## src/rtl/tbase_wdog_pkg.sv

```systemverilog
package tbase_wdog_pkg;
   localparam int unsigned DATA_W    = 32;
   // word indices (byte offset / 4)
   localparam int unsigned WIDX_CS0  = 0;
   localparam int unsigned WIDX_CS1  = 1;
   localparam int unsigned WIDX_TB   = 2;
   // bit positions within the control/status words
   localparam int unsigned BIT_RST   = 3;
   localparam int unsigned BIT_STATE = 2;
   localparam int unsigned BIT_EN1   = 1;
   localparam int unsigned BIT_EN2   = 0;

   typedef struct packed {
      logic rst_flag;
      logic state_flag;
      logic en1;
      logic en2;
   } wd_flags_t;
endpackage

```

## src/rtl/tbase_wdog_count.sv

```systemverilog
module tbase_wdog_count #(
   parameter int unsigned CNT_W      = 32,
   parameter int unsigned PERIOD_EXP = 16
) (
   input  logic             clk,
   input  logic             rst_n,
   input  logic             restart,
   output logic [CNT_W-1:0] count,
   output logic             wrap
);
   localparam logic [CNT_W-1:0] STEP = CNT_W'(1);

   always_ff @(posedge clk or negedge rst_n) begin
      if (!rst_n)       count <= '0;
      else if (restart) count <= '0;
      else              count <= count + STEP;
   end

   // low PERIOD_EXP bits all ones: the next edge rolls them over
   assign wrap = &count[PERIOD_EXP-1:0];
endmodule

```

## src/rtl/tbase_wdog_expiry.sv

```systemverilog
module tbase_wdog_expiry (
   input  logic clk,
   input  logic rst_n,
   input  logic wrap,
   input  logic armed,
   input  logic keep,
   input  logic clr_state,
   input  logic clr_rst,
   output logic state_flag,
   output logic rst_flag,
   output logic rst_pulse
);
   logic fire;
   // service on the same edge beats the overflow
   assign fire = wrap & armed & ~keep;

   always_ff @(posedge clk or negedge rst_n) begin
      if (!rst_n) begin
         state_flag <= 1'b0;
         rst_flag   <= 1'b0;
         rst_pulse  <= 1'b0;
      end else begin
         if (clr_state)  state_flag <= 1'b0;
         else if (fire)  state_flag <= 1'b1;

         if (clr_rst)                 rst_flag <= 1'b0;
         else if (fire & state_flag)  rst_flag <= 1'b1;

         rst_pulse <= fire & state_flag;
      end
   end
endmodule

```

## src/rtl/tbase_wdog_regs.sv

```systemverilog
module tbase_wdog_regs
   import tbase_wdog_pkg::*;
#(
   parameter int unsigned ADDR_W    = 4,
   parameter int unsigned CNT_W     = 32,
   parameter bit          ONCE_ONLY = 1'b0
) (
   input  logic              clk,
   input  logic              rst_n,
   input  logic              wr_en,
   input  logic [ADDR_W-1:0] addr,
   input  logic [DATA_W-1:0] wdata,
   input  logic              state_flag,
   input  logic              rst_flag,
   input  logic [CNT_W-1:0]  count,
   output logic              en1,
   output logic              en2,
   output logic              keep,
   output logic              clr_state,
   output logic              clr_rst,
   output logic [DATA_W-1:0] rdata
);
   localparam int unsigned IDX_W = ADDR_W - 2;

   logic [IDX_W-1:0] word;
   logic             wr_cs0, wr_cs1, lock;
   wd_flags_t        flags;
   logic             unused_bits;

   assign word   = addr[ADDR_W-1:2];
   assign wr_cs0 = wr_en && (word == IDX_W'(WIDX_CS0));
   assign wr_cs1 = wr_en && (word == IDX_W'(WIDX_CS1));

   assign clr_state = wr_cs0 & wdata[BIT_STATE];
   assign clr_rst   = wr_cs0 & wdata[BIT_RST];
   assign keep      = clr_state | clr_rst;

   generate
      if (ONCE_ONLY) begin : g_lock
         assign lock = en1 & en2;
      end else begin : g_free
         assign lock = 1'b0;
      end
   endgenerate

   always_ff @(posedge clk or negedge rst_n) begin
      if (!rst_n) begin
         en1 <= 1'b0;
         en2 <= 1'b0;
      end else begin
         if (wr_cs0) en1 <= wdata[BIT_EN1] | lock;
         if (wr_cs1) en2 <= wdata[BIT_EN2] | lock;
      end
   end

   assign flags = '{rst_flag: rst_flag, state_flag: state_flag, en1: en1, en2: en2};

   always_comb begin
      rdata = '0;
      if (word == IDX_W'(WIDX_CS0)) begin
         rdata[BIT_RST]   = flags.rst_flag;
         rdata[BIT_STATE] = flags.state_flag;
         rdata[BIT_EN1]   = flags.en1;
      end else if (word == IDX_W'(WIDX_CS1)) begin
         rdata[BIT_EN2]   = flags.en2;
      end else if (word == IDX_W'(WIDX_TB)) begin
         rdata[CNT_W-1:0] = count;
      end
   end

   assign unused_bits = ^{addr[1:0], wdata[DATA_W-1:4], flags.en2};
endmodule

```

## src/rtl/tbase_wdog.sv

```systemverilog
module tbase_wdog
   import tbase_wdog_pkg::*;
#(
   parameter int unsigned PERIOD_EXP = 16,
   parameter int unsigned ADDR_W     = 4,
   parameter bit          ONCE_ONLY  = 1'b0
) (
   input  logic              clk,
   input  logic              rst_n,
   input  logic              wr_en,
   input  logic [ADDR_W-1:0] addr,
   input  logic [31:0]       wdata,
   output logic [31:0]       rdata,
   output logic              irq,
   output logic              sys_rst
);
   localparam int unsigned CNT_W = DATA_W;

   generate
      if (PERIOD_EXP < 1 || PERIOD_EXP >= CNT_W) begin : g_bad_exp
         $error("tbase_wdog: PERIOD_EXP must lie in 1..%0d", CNT_W - 1);
      end
      if (ADDR_W < 4) begin : g_bad_addr
         $error("tbase_wdog: ADDR_W must be at least 4");
      end
   endgenerate

   logic [CNT_W-1:0] tb_count;
   logic             wrap, keep, clr_state, clr_rst;
   logic             en1, en2, state_flag, rst_flag;

   tbase_wdog_regs #(
      .ADDR_W   (ADDR_W),
      .CNT_W    (CNT_W),
      .ONCE_ONLY(ONCE_ONLY)
   ) regs_i (
      .clk       (clk),
      .rst_n     (rst_n),
      .wr_en     (wr_en),
      .addr      (addr),
      .wdata     (wdata),
      .state_flag(state_flag),
      .rst_flag  (rst_flag),
      .count     (tb_count),
      .en1       (en1),
      .en2       (en2),
      .keep      (keep),
      .clr_state (clr_state),
      .clr_rst   (clr_rst),
      .rdata     (rdata)
   );

   tbase_wdog_count #(
      .CNT_W     (CNT_W),
      .PERIOD_EXP(PERIOD_EXP)
   ) count_i (
      .clk    (clk),
      .rst_n  (rst_n),
      .restart(keep),
      .count  (tb_count),
      .wrap   (wrap)
   );

   tbase_wdog_expiry expiry_i (
      .clk       (clk),
      .rst_n     (rst_n),
      .wrap      (wrap),
      .armed     (en1 & en2),
      .keep      (keep),
      .clr_state (clr_state),
      .clr_rst   (clr_rst),
      .state_flag(state_flag),
      .rst_flag  (rst_flag),
      .rst_pulse (sys_rst)
   );

   assign irq = state_flag & en1 & en2;
endmodule

```

## config.mk

```make
export PLATFORM = sky130hd
export DESIGN_NAME = tbase_wdog
export DESIGN_NICKNAME = d
export VERILOG_FILES = /design/src/rtl/tbase_wdog_pkg.sv /design/src/rtl/tbase_wdog_count.sv /design/src/rtl/tbase_wdog_expiry.sv /design/src/rtl/tbase_wdog_regs.sv /design/src/rtl/tbase_wdog.sv
export SDC_FILE = /design/constraint.sdc
export NUM_CORES = 1
export LEC_CHECK = 0
export ABC_CLOCK_PERIOD_IN_PS = 4650
export BUFFER_PORTS_ARGS = -buffer_cell sky130_fd_sc_hd__buf_4
export CAP_MARGIN = 20
export CELL_PAD_IN_SITES_DETAIL_PLACEMENT = 0
export CELL_PAD_IN_SITES_GLOBAL_PLACEMENT = 1
export CORE_UTILIZATION = 40
export DETAILED_ROUTE_END_ITERATION = 12
export PLACE_DENSITY = 0.94
export SLEW_MARGIN = 20
export SYNTH_ARGS = -nofsm -noshare
export SYNTH_HDL_FRONTEND = slang
export SYNTH_HIERARCHICAL = 1
export SYNTH_SLANG_ARGS = --single-unit
```

## constraint.sdc

```tcl
create_clock -name clk -period 4.65 [get_ports clk]
set_clock_uncertainty 0.05 [all_clocks]
set_input_delay 0.6975 -clock clk [delete_from_list [all_inputs] [get_ports clk]]
set_output_delay 0.6975 -clock clk [all_outputs]
set_load 0.03 [all_outputs]
```

==> out/results.ini, run 1 <==
[status]
status=complete, no violations

[cells_and_area]
ff_latch_area_um2=926
area_growth_pct=19.3
nFillCells=523
drive_above_1_share_pct=21.0
insertedDiodeCount=0
final_nets=306
utilization_pct=49.6
multiInputGateArea_um2=1120

[routing]
route.antenna.remaining_nets=0
first_iter_violations=164
vias=1854
routed_wl_mm=4.66
drc=0
wl_per_cell_um=13.8
drt-pass1-iter-count=4
vias_per_cell=5.50

[sta]
finalHoldViolCount=0
fin_crit_ps=2470
worstMarginPinSlew_ps=641
setup_viol=0
rsz0062_at_grt=false
max_freq_ghz=0.405
final.setup.tns_ps=0
min_period_over_period_pct=53.1
drv_slew=0
slew-limit-headroom_pct=57.3

[worst_setup_path]
cp.depth=4
critPathLaunch=addr[3]
regToRegStartpoint=count_i/count[0]
cp.arrival_ps=1720
critPathTopFamily=simple AND/OR/NAND/NOR gates
crit_required_ps=3900
end_kind=output port
setup.reg_to_reg.worst_slack_ps=2330
timing.rr.end=count_i/count[26]
crit_type=primary input to output port
path_cells=buf_4 -> nor2b_4 -> and2_1 -> buf_4
critPathMaxFanout=29
crit_path_max_incr_delay_ps=490
crit_buf_inv=2
r2r_cells=5
crit_path_top_delay_cell=nor2b_4
worstSetupStartpointType=primary input
cpMostUsedCell=buf_4
crit_end=rdata[11]

[floorplanning]
boundaryPins=73
die_w_um=75.1
die_area_um2=5640
rows=26
die_h_um=75.1
coreArea_um2=5140
start_util_pct=41.6

[synthesis]
synth_nets=270
yosysWarningCount=6
synth.most_common_cell=dfrtp_1
synth_cell_type_count=36
yosysTopAreaCell=dfrtp_1
synthTopCellsByArea=dfrtp_1, and2_1, a21oi_1, o31ai_1, or4_1
syn_area_per_cell_um2=9.29
synth_top_area_share_pct=43.3
syn_inst=230
synthTopCellsByCount=dfrtp_1, and2_1, a21oi_1, nor2_1, nand2_1
synth-edff-count=0
ys_ff_latch=37
ys_seq_area_share_pct=43.3
netlist_area_um2=2140
synthFlopType=dfrtp_1
async_flop_share_pct=100

[clock_network]
clk_path_buf_depth=2
insertion_delay_ps=280
root_buffer=clkbuf_8
cts_made_buffers=5
post-cts-setup-buffers=0
cts.clk_slew.worst_paths_ps=70
clock-sinks=37
post_cts_resize_count=0
cts_tree=yes
htree_num_levels=2
cts_hold_buf=0

[pwr]
p_switching_mw=0.212
intPower_mw=0.501
finalPower_mw=0.713
ir_drop_uv=238
pwr-share-seq_pct=54.0
clockPowerShare_pct=30.1
switching_share_pct=29.7
pwr-share-comb_pct=15.9
power_density_nw_per_um2=280
p_leak_nw=1.14

[flow_run]
maxCapViolations=0

[global_route]
grt_pass1_vias=1637
overflow=0
grt_pass1_wl_mm=7.52
antenna_found_initial=0
grt_max_degree=38
grt_usage_pct=17.6

[placement]
portBuffers=42
dp_hpwl_mm=3.13
gp_congestion=0.746

[worst_hold_path]
hold_path.class=primary input to async pin

-- registers in the layout, summed over array words and instances, names as in the netlist --
register             cells
regs_i/en2               1
expiry_i/state_flag      1
count_i/count           32
regs_i/en1               1
expiry_i/rst_flag        1
expiry_i/rst_pulse       1
-- worst min path at each step --
stage                         endpoint  cells after the start         startpoint  slack, ps
floorplan             count_i/count[0]                      0              rst_n        350
finish               count_i/count[11]                      1              rst_n        320
CTS                  count_i/count[19]                      1              rst_n        330
global placement     expiry_i/rst_flag                      1  expiry_i/rst_flag        440
detailed placement    count_i/count[0]                      1   count_i/count[0]        440
global route        expiry_i/rst_pulse                      1              rst_n        350
-- area by class of cell --
class,instances,area share (%)
Multi-Input combinational cell,176,43.9
Sequential cell,37,36.3
Timing Repair Buffer,43,12.7
Tap cell,70,3.44
Clock buffer,6,2.85
Inverter,3,0.442
Clock inverter,2,0.393
-- power groups by stage --
stage,logic (mW),clock network (mW),registers (mW)
after floorplan,0.0802,0,0.382
after global placement,0.111,0,0.390
after detailed placement,0.113,0,0.390
after CTS,0.114,0.221,0.384
after global routing,0.123,0.235,0.390
final,0.113,0.215,0.385
-- metal layers --
metal | global-route usage (%) | vias to the layer above | routed length (µm)
met3 | 3.35 | 6 | 225
li1 | - | 890 | -
met4 | 4.61 | 0 | 28
met1 | 23.8 | 908 | 2220
met5 | 0 | - | 0
met2 | 29.0 | 50 | 2180
-- cell usage in the layout, fill, tap and decap left out, types with 3 or more instances in the layout --
master | netlist | final
o31ai_1 | 11 | 11
or4_1 | 11 | 11
o21ai_0 | 6 | 6
and3_1 | 5 | 5
xor2_1 | 8 | 8
or3_1 | 6 | 6
clkbuf_8 | 0 | 5
and4_1 | 5 | 5
dfrtp_1 | 37 | 37
nor2_1 | 18 | 18
xnor2_1 | 3 | 3
nand3_1 | 8 | 8
mux2i_1 | 3 | 3
buf_4 | 1 | 43
nand4_1 | 7 | 7
nand2_1 | 15 | 15
nor2b_1 | 3 | 3
a21oi_1 | 18 | 18
and2_1 | 31 | 31
inv_1 | 3 | 3
-- per-stage QoR --
step | setup slack [ps] | cell area [µm²] | hold slack (ps) | instances
after floorplan | 2420 | 2140 | 352 | 230
after global placement | 2080 | 2470 | 439 | 329
after detailed placement | 2040 | 2470 | 441 | 329
after CTS | 2160 | 2550 | 333 | 337
after global routing | 2040 | 2550 | 349 | 337
final | 2180 | 2550 | 316 | 337
-- cells by family after synthesis --
logic type,after synthesis,synth area share [%]
flip-flops,37,43.3
multiplexers,7,3.51
AND/OR/NAND/NOR,119,33.0
buffers and inverters,17,4.33
AO/OA/AOI/OAI,38,10.7
adder cells (fa/ha/maj),1,0.585
XOR/XNOR,11,4.51
Power figures use the tool's default switching activity.
==> inputs of run 2 (changes only) <==
- ABC_AREA: not set -> 1
- ABC_CLOCK_PERIOD_IN_PS: 4650 -> 2500
- CORE_UTILIZATION: 40 -> 35
- PLACE_DENSITY: 0.94 -> 0.88
- clock period: 4.65 -> 2.5 ns (I/O delays scaled with it)
==> run 2 against run 1 <==
The run now ends with DRC left. Combinational power grew 110%. Sequential share of layout area is 4.1 points lower. Synthesized cell count rose by 56%. Worst setup slack got worse by 1300 ps. Global-route usage shrank 0.36 points. Core utilization decreased by 5.4 points. Count of clock-buffer cells in the layout increased by 1. Non-clock buffer count increased by 1. Sequential power is 81% higher. First-iteration DRC count shrank 9.8%. Register-to-register slack worse by 1400 ps. Die area grew 28%. Critical endpoint is now expiry_i/rst_flag. Highest routed layer unchanged.
==> out/results.ini, run 2 <==
[routing]
drc=3
route.antenna.remaining_nets=0
drt-pass1-iter-count=9
first_iter_violations=148
vias_per_cell=4.60
routed_wl_mm=5.67
wl_per_cell_um=11.8
vias=2212

[worst_setup_path]
cp.arrival_ps=1760
critPathLaunch=count_i/count[0]
worstSetupStartpointType=flop
crit_required_ps=2660
end_kind=flop
critPathMaxFanout=8
crit_type=flop to flop
regToRegStartpoint=count_i/count[0]

[cells_and_area]
top_register=count_i/count
drive_above_1_share_pct=19.1
final_nets=444
nFillCells=713
ff_latch_area_um2=926
layout_commonest_cell=nor2_1
final_cell_mix=nor2_1, nand2_1, inv_1
area_growth_pct=19.7
insertedDiodeCount=0
multiInputGateArea_um2=1230
largest_register_ffs=32

[floorplanning]
die_h_um=84.8
start_util_pct=36.9
coreArea_um2=6490
die_w_um=84.8
rows=29
boundaryPins=73
die_area_um2=7190

[synthesis]
synthTopCellsByCount=nor2_1, nand2_1, inv_1
ys_ff_latch=37
ys_seq_area_share_pct=38.6
netlist_area_um2=2400
synthFlopType=dfrtp_1
synth_nets=399
yosysWarningCount=6
synth-edff-count=0
yosysTopAreaCell=dfrtp_1
syn_inst=359
async_flop_share_pct=100
synth.most_common_cell=nor2_1
synth_top_area_share_pct=38.6
synthTopCellsByArea=dfrtp_1, nor2_1, nand2_1, inv_1, nand3_1
synth_cell_type_count=29
syn_area_per_cell_um2=6.68

[global_route]
antenna_found_initial=0
grt_max_degree=38
grt_usage_pct=17.2
grt_pass1_wl_mm=9.77
grt_pass1_vias=2044
overflow=0

[placement]
gp_congestion=0.872
pre_cts_slack_ps=714
portBuffers=42
dp_hpwl_mm=4.20

[sta]
drv_slew=0
hold_ws_ps=0.166
final.setup.tns_ps=0
rsz0062_at_grt=false
max_freq_ghz=0.626
slew-limit-headroom_pct=64.2
worstMarginPinSlew_ps=536
min_period_over_period_pct=63.9
setup_viol=0
fin_ws_ps=903
finalHoldViolCount=0
fin_crit_ps=1600

[pwr]
power_density_nw_per_um2=472
ir_drop_uv=183
switching_share_pct=29.7
p_switching_mw=0.403
clockPowerShare_pct=31.1
pwr-share-comb_pct=17.3
intPower_mw=0.952
p_leak_nw=1.39
pwr-share-seq_pct=51.5

[clock_network]
cts.clk_slew.worst_paths_ps=70
htree_num_levels=2
cts_hold_buf=0
insertion_delay_ps=290
cts_tree=yes
clock-sinks=37
post-cts-setup-buffers=0
root_buffer=clkbuf_8
cts_made_buffers=5
post_cts_resize_count=0
clk_path_buf_depth=2

[flow_run]
maxCapViolations=0

[status]
violations=DRC
status=finished with violations

[worst_hold_path]
hold_path.class=primary input to async pin

## run 2: cell types whose count changed in the layout (fill, tap and decap cells not counted), moves of 7 or more
cell / change
nor2_1: +72
inv_1: +49
nor2_4: +8
xor2_1: -7
nand2_1: +66
nand3_1: +16
and2_1: -28
or4_1: -11
o31ai_1: -11
## run 2: cells by family (layout without fill, tap and decap cells)
kind of cell,count (synthesis),in the layout,synth area share (%)
buffers and inverters,61,106,10.3
AOI/OAI and AO/OA,31,31,6.93
xor gates and xnor gates,2,2,0.730
and+or+nand+nor,227,227,42.9
adders and majority gates,1,1,0.521
DFF,37,37,38.6
## run 2: metal layers
| metal | up-vias | wire [µm] | GRT usage (%) |
|---|---|---|---|
| met4 | 0 | 74 | 4.93 |
| met1 | 1001 | 2830 | 23.9 |
| li1 | 1181 | - | - |
| met2 | 26 | 2600 | 27.5 |
| met3 | 4 | 158 | 3.24 |
| met5 | - | 0 | 0 |
## run 2: path summary, 6_finish.rpt
check,end,slack (ps),cells after the start
worst max register to register,expiry_i/rst_flag,900,7
max in group asynchronous,regs_i/en2,2050,1
worst max-delay path,expiry_i/rst_flag,900,7
min in group clk,regs_i/en1,290,3
worst min register to register,count_i/count[0],420,1
worst min-delay path,count_i/count[6],0.2,1
## run 2: final cells by class
type                       count  area share (%)
multi-input combinational    261            42.7
sequential                    37            32.2
timing repair buffer          44            11.5
clock buffer                   7            3.01
inverter                      55            7.23
tap                           77            3.35
## run 2: power by group through the flow
stage / Sequential (mW) / Clock (mW) / Combinational [mW]
final: 0.698 / 0.422 / 0.235
after global routing: 0.708 / 0.462 / 0.268
after CTS: 0.699 / 0.434 / 0.240
after detailed placement: 0.710 / 0 / 0.238
after global placement: 0.709 / 0 / 0.234
after floorplan: 0.697 / 0 / 0.171
## run 2: critical path, stage by stage, from the launching register on
cell and delay (ps):
dfrtp_1 390, ha_1 180, nand2_1 110, nor2_4 150, nand2_4 120, nor2_8 190, nand4_1 170, a21oi_2 150
## run 2: per-stage QoR
stage                     power (mW)  cell area, µm²  util [%]  std cells
after floorplan                0.868            2400         -        359
after global placement         0.943            2790      42.9        474
after detailed placement       0.949            2790      42.9        474
after CTS                       1.37            2870      44.2        481
after global routing            1.44            2870      44.2        481
final                           1.36            2870      44.2        481
